<file path="config.mk">
export PLATFORM = sky130hd
export DESIGN_NAME = i2c_hang_wdog
export DESIGN_NICKNAME = d
export VERILOG_FILES = /design/src/rtl/i2c_hang_wdog_pkg.sv /design/src/rtl/i2c_hang_wdog_deadline.sv /design/src/rtl/i2c_hang_wdog_interval.sv /design/src/rtl/i2c_hang_wdog_fsm.sv /design/src/rtl/i2c_hang_wdog.sv
export SDC_FILE = /design/constraint.sdc
export NUM_CORES = 1
export LEC_CHECK = 0
export ABC_AREA = 0
export ABC_CLOCK_PERIOD_IN_PS = 4300
export BUFFER_PORTS_ARGS = -buffer_cell sky130_fd_sc_hd__buf_2
export CAP_MARGIN = 10
export CORE_MARGIN = 2
export CORE_UTILIZATION = 50
export DETAILED_ROUTE_END_ITERATION = 6
export PLACE_DENSITY = 0.77
export REMOVE_ABC_BUFFERS = 1
export SETUP_SLACK_MARGIN = 0.2
export SYNTH_ARGS = -nofsm -noshare
export SYNTH_HDL_FRONTEND = slang
export SYNTH_SLANG_ARGS = --single-unit
export TNS_END_PERCENT = 100
</file>
<file path="constraint.sdc">
create_clock -name clk_i -period 4.3 [get_ports clk_i]
set_clock_uncertainty 0.05 [all_clocks]
set_input_delay 0.645 -clock clk_i [delete_from_list [all_inputs] [get_ports clk_i]]
set_output_delay 0.645 -clock clk_i [all_outputs]
set_load 0.02 [all_outputs]
</file>
<file path="src/rtl/i2c_hang_wdog_pkg.sv">
package i2c_hang_wdog_pkg;
  typedef enum logic [2:0] {
    ST_IDLE,
    ST_WATCH,
    ST_DROP,
    ST_SETTLE,
    ST_RAISE
  } wd_state_e;

  localparam int N_ERR_IRQ  = 4;
  localparam int N_DATA_IRQ = 2;
  localparam int N_IRQ      = N_ERR_IRQ + N_DATA_IRQ;
endpackage

</file>
<file path="src/rtl/i2c_hang_wdog_deadline.sv">
module i2c_hang_wdog_deadline #(
  parameter int CLK_HZ   = 50_000_000,
  parameter int BASE_CYC = 5_000_000,
  parameter int BITS_W   = 20,
  parameter int HZ_W     = 20
) (
  input  logic              clk_i,
  input  logic              rst_ni,
  input  logic              load_i,
  input  logic              run_i,
  input  logic [BITS_W-1:0] bits_i,
  input  logic [HZ_W-1:0]   hz_i,
  output logic              expired_o
);
  localparam int BASE_W = $clog2(BASE_CYC + 1);
  localparam int ACC_W  = $clog2(CLK_HZ + 1);
  localparam int SUM_W  = ((ACC_W > HZ_W) ? ACC_W : HZ_W) + 1;

  logic [BASE_W-1:0] base_q;
  logic [ACC_W-1:0]  acc_q;
  logic [BITS_W-1:0] bit_q, tgt_q;
  logic [HZ_W-1:0]   hz_q;
  logic              base_done, tick;
  logic [SUM_W-1:0]  sum;

  assign base_done = (base_q == BASE_W'(BASE_CYC));
  // fractional bit-period accumulator: one tick per elapsed bus bit
  assign sum       = SUM_W'(acc_q) + SUM_W'(hz_q);
  assign tick      = (sum >= SUM_W'(CLK_HZ));
  assign expired_o = base_done && (bit_q == tgt_q);

  always_ff @(posedge clk_i or negedge rst_ni) begin
    if (!rst_ni) begin
      base_q <= '0;
      acc_q  <= '0;
      bit_q  <= '0;
      tgt_q  <= '0;
      hz_q   <= '0;
    end else if (load_i) begin
      base_q <= '0;
      acc_q  <= '0;
      bit_q  <= '0;
      tgt_q  <= bits_i;
      hz_q   <= hz_i;
    end else if (run_i) begin
      if (!base_done) begin
        base_q <= base_q + 1'b1;
      end else if (bit_q != tgt_q) begin
        if (tick) begin
          acc_q <= ACC_W'(sum - SUM_W'(CLK_HZ));
          bit_q <= bit_q + 1'b1;
        end else begin
          acc_q <= ACC_W'(sum);
        end
      end
    end
  end


  deadline_reload_chk: assert property (@(posedge clk_i) disable iff (!rst_ni)
    load_i |=> !expired_o);
endmodule

</file>
<file path="src/rtl/i2c_hang_wdog_interval.sv">
module i2c_hang_wdog_interval #(
  parameter int CYC = 500_000
) (
  input  logic clk_i,
  input  logic rst_ni,
  input  logic clear_i,
  input  logic run_i,
  output logic done_o
);
  localparam int CNT_W = $clog2(CYC + 1);

  logic [CNT_W-1:0] cnt_q;

  assign done_o = (cnt_q == CNT_W'(CYC - 1));

  always_ff @(posedge clk_i or negedge rst_ni) begin
    if (!rst_ni)               cnt_q <= '0;
    else if (clear_i)          cnt_q <= '0;
    else if (run_i && !done_o) cnt_q <= cnt_q + 1'b1;
  end


  settle_stop_chk: assert property (@(posedge clk_i) disable iff (!rst_ni)
    (done_o && !clear_i) |=> done_o);
endmodule

</file>
<file path="src/rtl/i2c_hang_wdog_fsm.sv">
module i2c_hang_wdog_fsm
  import i2c_hang_wdog_pkg::*;
(
  input  logic clk_i,
  input  logic rst_ni,
  input  logic start_i,
  input  logic done_i,
  input  logic expired_i,
  input  logic settle_done_i,
  input  logic ctrl_active_i,
  output logic load_o,
  output logic trip_o,
  output logic settle_clr_o,
  output logic settle_run_o,
  output logic run_o,
  output logic ctrl_en_o,
  output logic busy_o,
  output logic timeout_o
);
  wd_state_e state_q, state_d;
  logic      timeout_q;

  always_comb begin
    state_d = state_q;
    load_o  = 1'b0;
    trip_o  = 1'b0;
    unique case (state_q)
      ST_IDLE: if (start_i) begin
        state_d = ST_WATCH;
        load_o  = 1'b1;
      end
      ST_WATCH: begin
        if (start_i) begin
          load_o = 1'b1;
        end else if (done_i) begin
          state_d = ST_IDLE;
        end else if (expired_i) begin
          state_d = ST_DROP;
          trip_o  = 1'b1;
        end
      end
      ST_DROP:   if (!ctrl_active_i) state_d = ST_SETTLE;
      ST_SETTLE: if (settle_done_i)  state_d = ST_RAISE;
      ST_RAISE:  if (ctrl_active_i)  state_d = ST_IDLE;
      default:   state_d = ST_IDLE;
    endcase
  end

  always_ff @(posedge clk_i or negedge rst_ni) begin
    if (!rst_ni) begin
      state_q   <= ST_IDLE;
      timeout_q <= 1'b0;
    end else begin
      state_q   <= state_d;
      timeout_q <= (state_q == ST_RAISE) && ctrl_active_i;
    end
  end

  assign settle_clr_o = (state_q == ST_DROP);
  assign settle_run_o = (state_q == ST_SETTLE);
  assign run_o        = (state_q == ST_WATCH);
  assign ctrl_en_o    = !((state_q == ST_DROP) || (state_q == ST_SETTLE));
  assign busy_o       = (state_q == ST_DROP) || (state_q == ST_SETTLE) || (state_q == ST_RAISE);
  assign timeout_o    = timeout_q;


  cancel_chk: assert property (@(posedge clk_i) disable iff (!rst_ni)
    (state_q == ST_WATCH && done_i && !start_i) |=> (state_q == ST_IDLE));

  poll_hold_chk: assert property (@(posedge clk_i) disable iff (!rst_ni)
    (state_q == ST_DROP && ctrl_active_i) |=> !ctrl_en_o);

  settle_hold_chk: assert property (@(posedge clk_i) disable iff (!rst_ni)
    (state_q == ST_SETTLE && !settle_done_i) |=> !ctrl_en_o);

  pulse_once_chk: assert property (@(posedge clk_i) disable iff (!rst_ni)
    timeout_o |=> !timeout_o);

  busy_ignore_chk: assert property (@(posedge clk_i) disable iff (!rst_ni)
    (busy_o && state_q != ST_RAISE && start_i) |=> busy_o);
endmodule

</file>
<file path="src/rtl/i2c_hang_wdog.sv">
module i2c_hang_wdog
  import i2c_hang_wdog_pkg::*;
#(
  parameter int CLK_HZ    = 50_000_000,
  parameter int BASE_MS   = 100,
  parameter int SETTLE_MS = 10,
  parameter int BYTE_W    = 16,
  parameter int HZ_W      = 20
) (
  input  logic                  clk_i,
  input  logic                  rst_ni,
  input  logic                  start_i,
  input  logic                  done_i,
  input  logic [BYTE_W-1:0]     byte_cnt_i,
  input  logic [HZ_W-1:0]       bus_hz_i,
  input  logic                  ctrl_active_i,
  input  logic [N_DATA_IRQ-1:0] data_irq_en_i,
  output logic                  ctrl_en_o,
  output logic [N_IRQ-1:0]      irq_en_o,
  output logic                  busy_o,
  output logic                  timeout_o
);
  localparam int BASE_CYC   = CLK_HZ / 1000 * BASE_MS;
  localparam int SETTLE_CYC = CLK_HZ / 1000 * SETTLE_MS;
  localparam int BITS_W     = BYTE_W + 4;

  logic              load, trip, run, expired;
  logic              settle_clr, settle_run, settle_done;
  logic              squelch_q;
  logic [BITS_W-1:0] bits;

  // nine bit periods per byte: data plus acknowledge
  assign bits = (BITS_W'(byte_cnt_i) << 3) + BITS_W'(byte_cnt_i);

  i2c_hang_wdog_deadline #(
    .CLK_HZ(CLK_HZ), .BASE_CYC(BASE_CYC), .BITS_W(BITS_W), .HZ_W(HZ_W)
  ) u_deadline (
    .clk_i, .rst_ni, .load_i(load), .run_i(run),
    .bits_i(bits), .hz_i(bus_hz_i), .expired_o(expired)
  );

  i2c_hang_wdog_interval #(.CYC(SETTLE_CYC)) u_settle (
    .clk_i, .rst_ni, .clear_i(settle_clr), .run_i(settle_run), .done_o(settle_done)
  );

  i2c_hang_wdog_fsm u_fsm (
    .clk_i, .rst_ni, .start_i, .done_i,
    .expired_i(expired), .settle_done_i(settle_done), .ctrl_active_i,
    .load_o(load), .trip_o(trip), .settle_clr_o(settle_clr),
    .settle_run_o(settle_run), .run_o(run),
    .ctrl_en_o, .busy_o, .timeout_o
  );

  always_ff @(posedge clk_i or negedge rst_ni) begin
    if (!rst_ni)   squelch_q <= 1'b0;
    else if (load) squelch_q <= 1'b0;
    else if (trip) squelch_q <= 1'b1;
  end

  assign irq_en_o = {data_irq_en_i & {N_DATA_IRQ{!squelch_q}}, {N_ERR_IRQ{!busy_o}}};


  trip_mask_chk: assert property (@(posedge clk_i) disable iff (!rst_ni)
    trip |=> (irq_en_o == '0 && !ctrl_en_o && busy_o));

  data_quiet_chk: assert property (@(posedge clk_i) disable iff (!rst_ni)
    $fell(busy_o) |-> (irq_en_o[N_IRQ-1:N_ERR_IRQ] == '0));

  err_back_chk: assert property (@(posedge clk_i) disable iff (!rst_ni)
    timeout_o |-> (irq_en_o[N_ERR_IRQ-1:0] == '1 && ctrl_en_o));
endmodule

</file>
==> impl_metrics.toml, run 1 <==
[grt]
first_global_vias = 7821
grt_overflow = 0
grt_max_degree = 86
grt_pass1_wl_um = 37480
track_usage = 0.2340
antenna_found_initial = 0

[final_layout]
fin_cells = 1370
utilization = 0.5756
areaGrowthSynthToFinish_pct = 13.31
nNetsFinal = 1213
fillerInstances = 1592
final_common_cell = "nand2_1"
antennaDiodeCount = 0
fin_area_mm2 = 0.01034
layout_common_cells = "nand2_1 (162), dfrtp_1 (133), nor2_1 (107), a21oi_1 (65), o21ai_0 (57)"
drive_gt1_frac = 0.1332

[power_and_ir_drop]
p_leak_nw = 4.624
finalPower_mw = 4.692
ir_worst_vdd_v = 0.0002624
p_per_area_mw_per_mm2 = 453.8

[worst_setup_path]
critPathCaptureType = "flop"
critPathMaxFanout = 16
crit_type = "reg2reg"
crit_arrival_ns = 4.24
crit_family = "compound AO/OA/AOI/OAI gates"
crit_slowest_cell = "a211oi_1"
rr_worst_depth = 15
cp_num_buf_inv = 3
cpPeakStageDelay_ns = 0.43
worst_setup_path_start_kind = "flop"
required_ns = 4.52
cp_num_cells = 15
path_cells = "ha_1, inv_1, fa_1, nor2b_1, o2111a_1, o21ai_0, a211oi_1, xor2_1, buf_4, nor4_4, a221oi_4, buf_6, a2111oi_2, xnor2_1, nor2_1"

[route]
wirelength_um = 22240
top_layer = "met4"
wl_met3_um = 890
vias = 8107
route.detailed.drc = 0
wl_met1_um = 9858
wl_per_cell_um = 16.24
viasPerCell = 5.918
wl_met2_um = 10800
dr.pass1.iters = 6
drt_iter0_drc = 600
ant_nets = 0

[placement]
globalplace.congestion = 0.9538
dp_hpwl_um = 15860
dp_slack_ns = 0.1219
place_area_mm2 = 0.009638
dp.cells = 1337
io_buffer_count = 51

[clocking]
htree_levels = 4
clock-sinks = 133
clock-root-buffer = "clkbuf_16"
clkTransAtPathRegs_ns = 0.06
clkLatencyLatePin_ns = 0.43
cts_tree = "yes"
numCtsBuffers = 17
cts_buffer_depth = 2

[floorplan]
initial_utilization = 0.5080
pin_count = 52
die_h_um = 139.1
core_area_mm2 = 0.01796
dieArea_mm2 = 0.01935
chipWidth_um = 139.1
rows = 49

[timing]
tightest_slew_ns = 0.9540
period_share = 0.9352
holdWs_ns = 0.2007
finalSetupTns_ns = 0
drv_slew = 0
hold_violations = 0
period_needed_ns = 4.021
fmax_ghz = 0.2487
maxSlewHeadroom = 0.3640
layout_setup_ws_ns = 0.2787
finalSetupViolCount = 0
rsz0062_at_grt = "true"

[synthesis]
synth_area_leaders = "dfrtp_1 (36%), nand2_1 (6.7%), ha_1 (5.2%)"
ys_seq_area_frac = 0.3647
synth-edff-count = 0
yosys_warnings = 0
syn_area_mm2 = 0.009125
yosysTopAreaCell = "dfrtp_1"
synthFlopType = "dfrtp_1"
ys_types = 81
syn_inst = 1082
synth_top_area_frac = 0.3647
syn_avg_cell_area_um2 = 8.433
synthArstFlopShare = 1.000
synth-seq-cells = 133

[run]
maxCapViolCount = 0

[min_path]
min_path_type = "in2async"

[outcome]
status = "completed"
sequential cells by signal, indices dropped and copies added (netlist names):
signal / flops
squelch_q: 1
u_deadline.acc_q: 26
u_deadline.base_q: 23
u_deadline.bit_q: 20
u_deadline.hz_q: 20
u_deadline.tgt_q: 20
u_fsm.state_q: 3
u_fsm.timeout_o: 1
u_settle.cnt_q: 19
what timing repair did:
item,4_1_cts,5_1_grt
setup endpoints to repair,11,30
buffers inserted,0,2
cloned,0,0
hold buffers,0,0
hold endpoints to repair,0,0
pin swaps,0,5
gates resized for setup,3,20
final cells by class:
| type | instances | area, µm² | area share |
|---|---|---|---|
| timing repair buffer | 77 | 466.7 | 0.04514 |
| tap | 229 | 286.5 | 0.02771 |
| sequential | 133 | 3328 | 0.3219 |
| inverter | 35 | 131.4 | 0.01271 |
| multi-input combinational | 866 | 5582 | 0.5398 |
| clock buffer | 18 | 439.2 | 0.04247 |
| clock inverter | 12 | 106.4 | 0.01029 |
worst paths after layout:
kind                                                      start                               end  slack [ns]
worst min-delay path                                     rst_ni   u_deadline.acc_q[4]$_DFFE_PN0P_        0.20
min in group clk_i                                 bus_hz_i[19]   u_deadline.hz_q[19]$_DFFE_PN0P_        0.35
worst min register to register  u_deadline.hz_q[11]$_DFFE_PN0P_   u_deadline.hz_q[11]$_DFFE_PN0P_        0.43
worst max register to register   u_deadline.hz_q[0]$_DFFE_PN0P_  u_deadline.bit_q[11]$_DFFE_PN0P_        0.28
max in group asynchronous                                rst_ni     u_settle.cnt_q[3]$_DFFE_PN0P_        3.06
worst max-delay path             u_deadline.hz_q[0]$_DFFE_PN0P_  u_deadline.bit_q[11]$_DFFE_PN0P_        0.28
per-layer routing:
| metal | vias up | GRT usage |
|---|---|---|
| met1 | 3886 | 0.2998 |
| li1 | 3954 | - |
| met4 | 0 | 0.09516 |
| met5 | - | 0 |
| met2 | 214 | 0.3951 |
| met3 | 53 | 0.03971 |
Yosys cell counts (all sizes together), types with 32 or more instances:
master,n
nand3,39
xor2,39
clkbuf,34
dfrtp,133
nor2,107
o21ai,61
inv,35
nand2,163
nor3,32
a21oi,68
ha,38
xnor2,52
worst register-to-register path: stages (launching register included):
cell and delay (ns):
dfrtp_1 0.35, ha_1 0.20, inv_1 0.07, fa_1 0.41
nor2b_1 0.17, o2111a_1 0.23, o21ai_0 0.21, a211oi_1 0.43
xor2_1 0.18, buf_4 0.20, nor4_4 0.35, a221oi_4 0.10
buf_6 0.20, a2111oi_2 0.44, xnor2_1 0.20, nor2_1 0.07
power breakdown:
part           internal [mW]  switching [mW]  leakage (nW)
registers               1.47           0.163          1.79
logic                  0.632            1.08          2.58
clock network          0.801           0.556         0.260
total                   2.90            1.79          4.62
cell families (layout without fill, tap and decap cells):
family | count (synthesis) | count (layout) | synth area share
xor+xnor | 91 | 91 | 0.08734
mux | 8 | 8 | 0.008776
flops | 133 | 133 | 0.3647
buf+inv | 83 | 142 | 0.03771
simple gates | 483 | 483 | 0.2605
fa+ha+maj | 40 | 40 | 0.05649
compound gates | 244 | 244 | 0.1844
(Power assumes the default switching activity.)
==> inputs of run 2 (changes only) <==
--- a/config.mk
+++ b/config.mk
@@ -7,12 +7,13 @@
 export LEC_CHECK = 0
 export ABC_AREA = 0
 export ABC_CLOCK_PERIOD_IN_PS = 4300
-export BUFFER_PORTS_ARGS = -buffer_cell sky130_fd_sc_hd__buf_2
 export CAP_MARGIN = 10
+export CORE_ASPECT_RATIO = 0.7
 export CORE_MARGIN = 2
 export CORE_UTILIZATION = 50
 export DETAILED_ROUTE_END_ITERATION = 6
-export PLACE_DENSITY = 0.77
+export DONT_BUFFER_PORTS = 1
+export PLACE_DENSITY = 0.75
 export REMOVE_ABC_BUFFERS = 1
 export SETUP_SLACK_MARGIN = 0.2
 export SYNTH_ARGS = -nofsm -noshare
==> constraint.sdc (replaced) <==
create_clock -name clk_i -period 4.3 [get_ports clk_i]
set_clock_uncertainty 0.05 [all_clocks]
set_input_delay 0.86 -clock clk_i [delete_from_list [all_inputs] [get_ports clk_i]]
set_output_delay 0.86 -clock clk_i [all_outputs]
set_load 0.02 [all_outputs]
==> impl_metrics.toml, run 2 (same netlist as run 1, synthesis figures left out) <==
[outcome]
status = "completed"

[floorplan]
dieArea_mm2 = 0.01936
core_area_mm2 = 0.01795
die_h_um = 117.0
rows = 41
chipWidth_um = 165.5
initial_utilization = 0.5082
pin_count = 52

[clocking]
numCtsBuffers = 17
cts_buffer_depth = 2
clkLatencyLatePin_ns = 0.44
clock-sinks = 133
htree_levels = 4
clock-root-buffer = "clkbuf_16"
clkTransAtPathRegs_ns = 0.06
cts_tree = "yes"
hold_buffers = 0

[worst_setup_path]
crit_type = "reg2reg"
worst_setup_path_start_kind = "flop"
crit_slowest_cell = "a311o_1"
path_cells = "ha_1, a211o_1, a311o_1, a21o_1, a211o_1, buf_6, and4bb_1, nand4_1, nor4_4, buf_4, a221oi_4, buf_6, a2111oi_4, xnor2_1, nor2_1"
required_ns = 4.53
cpPeakStageDelay_ns = 0.44
crit_arrival_ns = 4.29
crit_family = "compound AO/OA/AOI/OAI gates"
critPathMaxFanout = 6
cp_num_buf_inv = 3
critPathCaptureType = "flop"

[final_layout]
final_common_cell = "nand2_1"
layout_common_cells = "nand2_1 (161), dfrtp_1 (133), nor2_1 (106), a21oi_1 (61)"
largest_register = "u_deadline.acc_q"
drive_gt1_frac = 0.1295
fin_area_mm2 = 0.01041
areaGrowthSynthToFinish_pct = 14.10
antennaDiodeCount = 0
largest_register_ff_count = 26
utilization = 0.5799
fillerInstances = 1561
nNetsFinal = 1182
reg_top3 = "u_deadline.acc_q: 26 flops, u_deadline.base_q: 23 flops"

[timing]
drv_slew = 0
period_share = 0.9454
finalSetupViolCount = 0
tightest_slew_ns = 0.9317
fmax_ghz = 0.2460
hold_violations = 0
holdWs_ns = 0.08147
maxSlewHeadroom = 0.3789
period_needed_ns = 4.065
rsz0062_at_grt = "false"
finalSetupTns_ns = 0

[grt]
grt_overflow = 0
antenna_found_initial = 0
first_global_vias = 7249
track_usage = 0.2509
grt_pass1_wl_um = 37890
grt_max_degree = 134

[placement]
io_buffer_count = 0
place_area_mm2 = 0.009430
dp_hpwl_um = 16570
globalplace.congestion = 0.9443

[route]
route.detailed.drc = 0
vias = 8160
dr.pass1.iters = 7
drt_iter0_drc = 865
wl_per_cell_um = 17.93
wirelength_um = 24180
viasPerCell = 6.053
ant_nets = 0

[power_and_ir_drop]
ir_worst_vdd_v = 0.0004186
p_per_area_mw_per_mm2 = 472.1
p_leak_nw = 4.566

[min_path]
min_path_type = "in2async"

[run]
maxCapViolCount = 0
run 2: cell count changes in the layout (fill, tap and decap cells not counted), moves of 4 or more:
cell	change
o21ai_1	+5
buf_4	+17
buf_2	-50
o21ai_0	-6
a21oi_1	-4
ha_1	-4
ha_2	+4
run 2: layout make-up:
type                       instances  area [µm²]  area share
multi-input combinational        867        5722      0.5496
sequential                       133        3328      0.3197
clock buffer                      20       436.7     0.04194
timing repair buffer              45       352.8     0.03389
tap                              236       295.3     0.02836
clock inverter                    12       145.1     0.01394
inverter                          35       131.4     0.01262
run 2: worst paths after layout:
kind	start	to	slack [ns]	cells after the start
min	rst_ni	u_deadline.acc_q[13]$_DFFE_PN0P_	0.08	0
max	u_deadline.acc_q[1]$_DFFE_PN0P_	u_deadline.bit_q[13]$_DFFE_PN0P_	0.23	15
max reg2reg	u_deadline.acc_q[1]$_DFFE_PN0P_	u_deadline.bit_q[13]$_DFFE_PN0P_	0.23	15
min in group clk_i	u_deadline.hz_q[5]$_DFFE_PN0P_	u_deadline.hz_q[5]$_DFFE_PN0P_	0.43	2
min reg2reg	u_deadline.hz_q[5]$_DFFE_PN0P_	u_deadline.hz_q[5]$_DFFE_PN0P_	0.43	2
max in group asynchronous	rst_ni	u_settle.cnt_q[1]$_DFFE_PN0P_	3.96	0
run 2: per-stage QoR:
stage	power, mW	worst slack [ns]	cells
detailed placement	3.270	0.05410	1299
finish	4.916	0.2346	1348
global route	5.205	0.1392	1348
global placement	3.253	0.1189	1299
CTS	4.762	0.2032	1333
floorplan	2.800	0.4413	1034
run 2: timing repair:
| action | CTS | global route |
|---|---|---|
| endpoints found under the setup margin | 22 | 32 |
| pin swaps | 1 | 23 |
| buffers inserted | 2 | 14 |
| gates resized for setup | 3 | 59 |
| gates cloned | 0 | 1 |
run 2: routing by layer:
metal,global-route usage,up-vias,wire [µm]
li1,-,3899,-
met1,0.3918,3909,11750
met2,0.3336,324,9752
met3,0.07505,28,2381
met4,0.06207,0,293
met5,0,-,0
run 2: power breakdown:
part	total, mW	switching [mW]	leakage (nW)	internal [mW]
Combinational	1.81	1.11	2.50	0.691
Clock	1.47	0.601	0.282	0.866
Sequential	1.64	0.178	1.79	1.47
Total	4.92	1.89	4.57	3.02
run 2: worst reg2reg max path, cell delays in order, from the launching register on:
cell and delay, ns:
dfrtp_1 0.40, ha_1 0.32, a211o_1 0.30, a311o_1 0.44, a21o_1 0.20, a211o_1 0.30, buf_6 0.14, and4bb_1 0.24
nand4_1 0.17, nor4_4 0.29, buf_4 0.20, a221oi_4 0.12, buf_6 0.17, a2111oi_4 0.36, xnor2_1 0.16, nor2_1 0.05
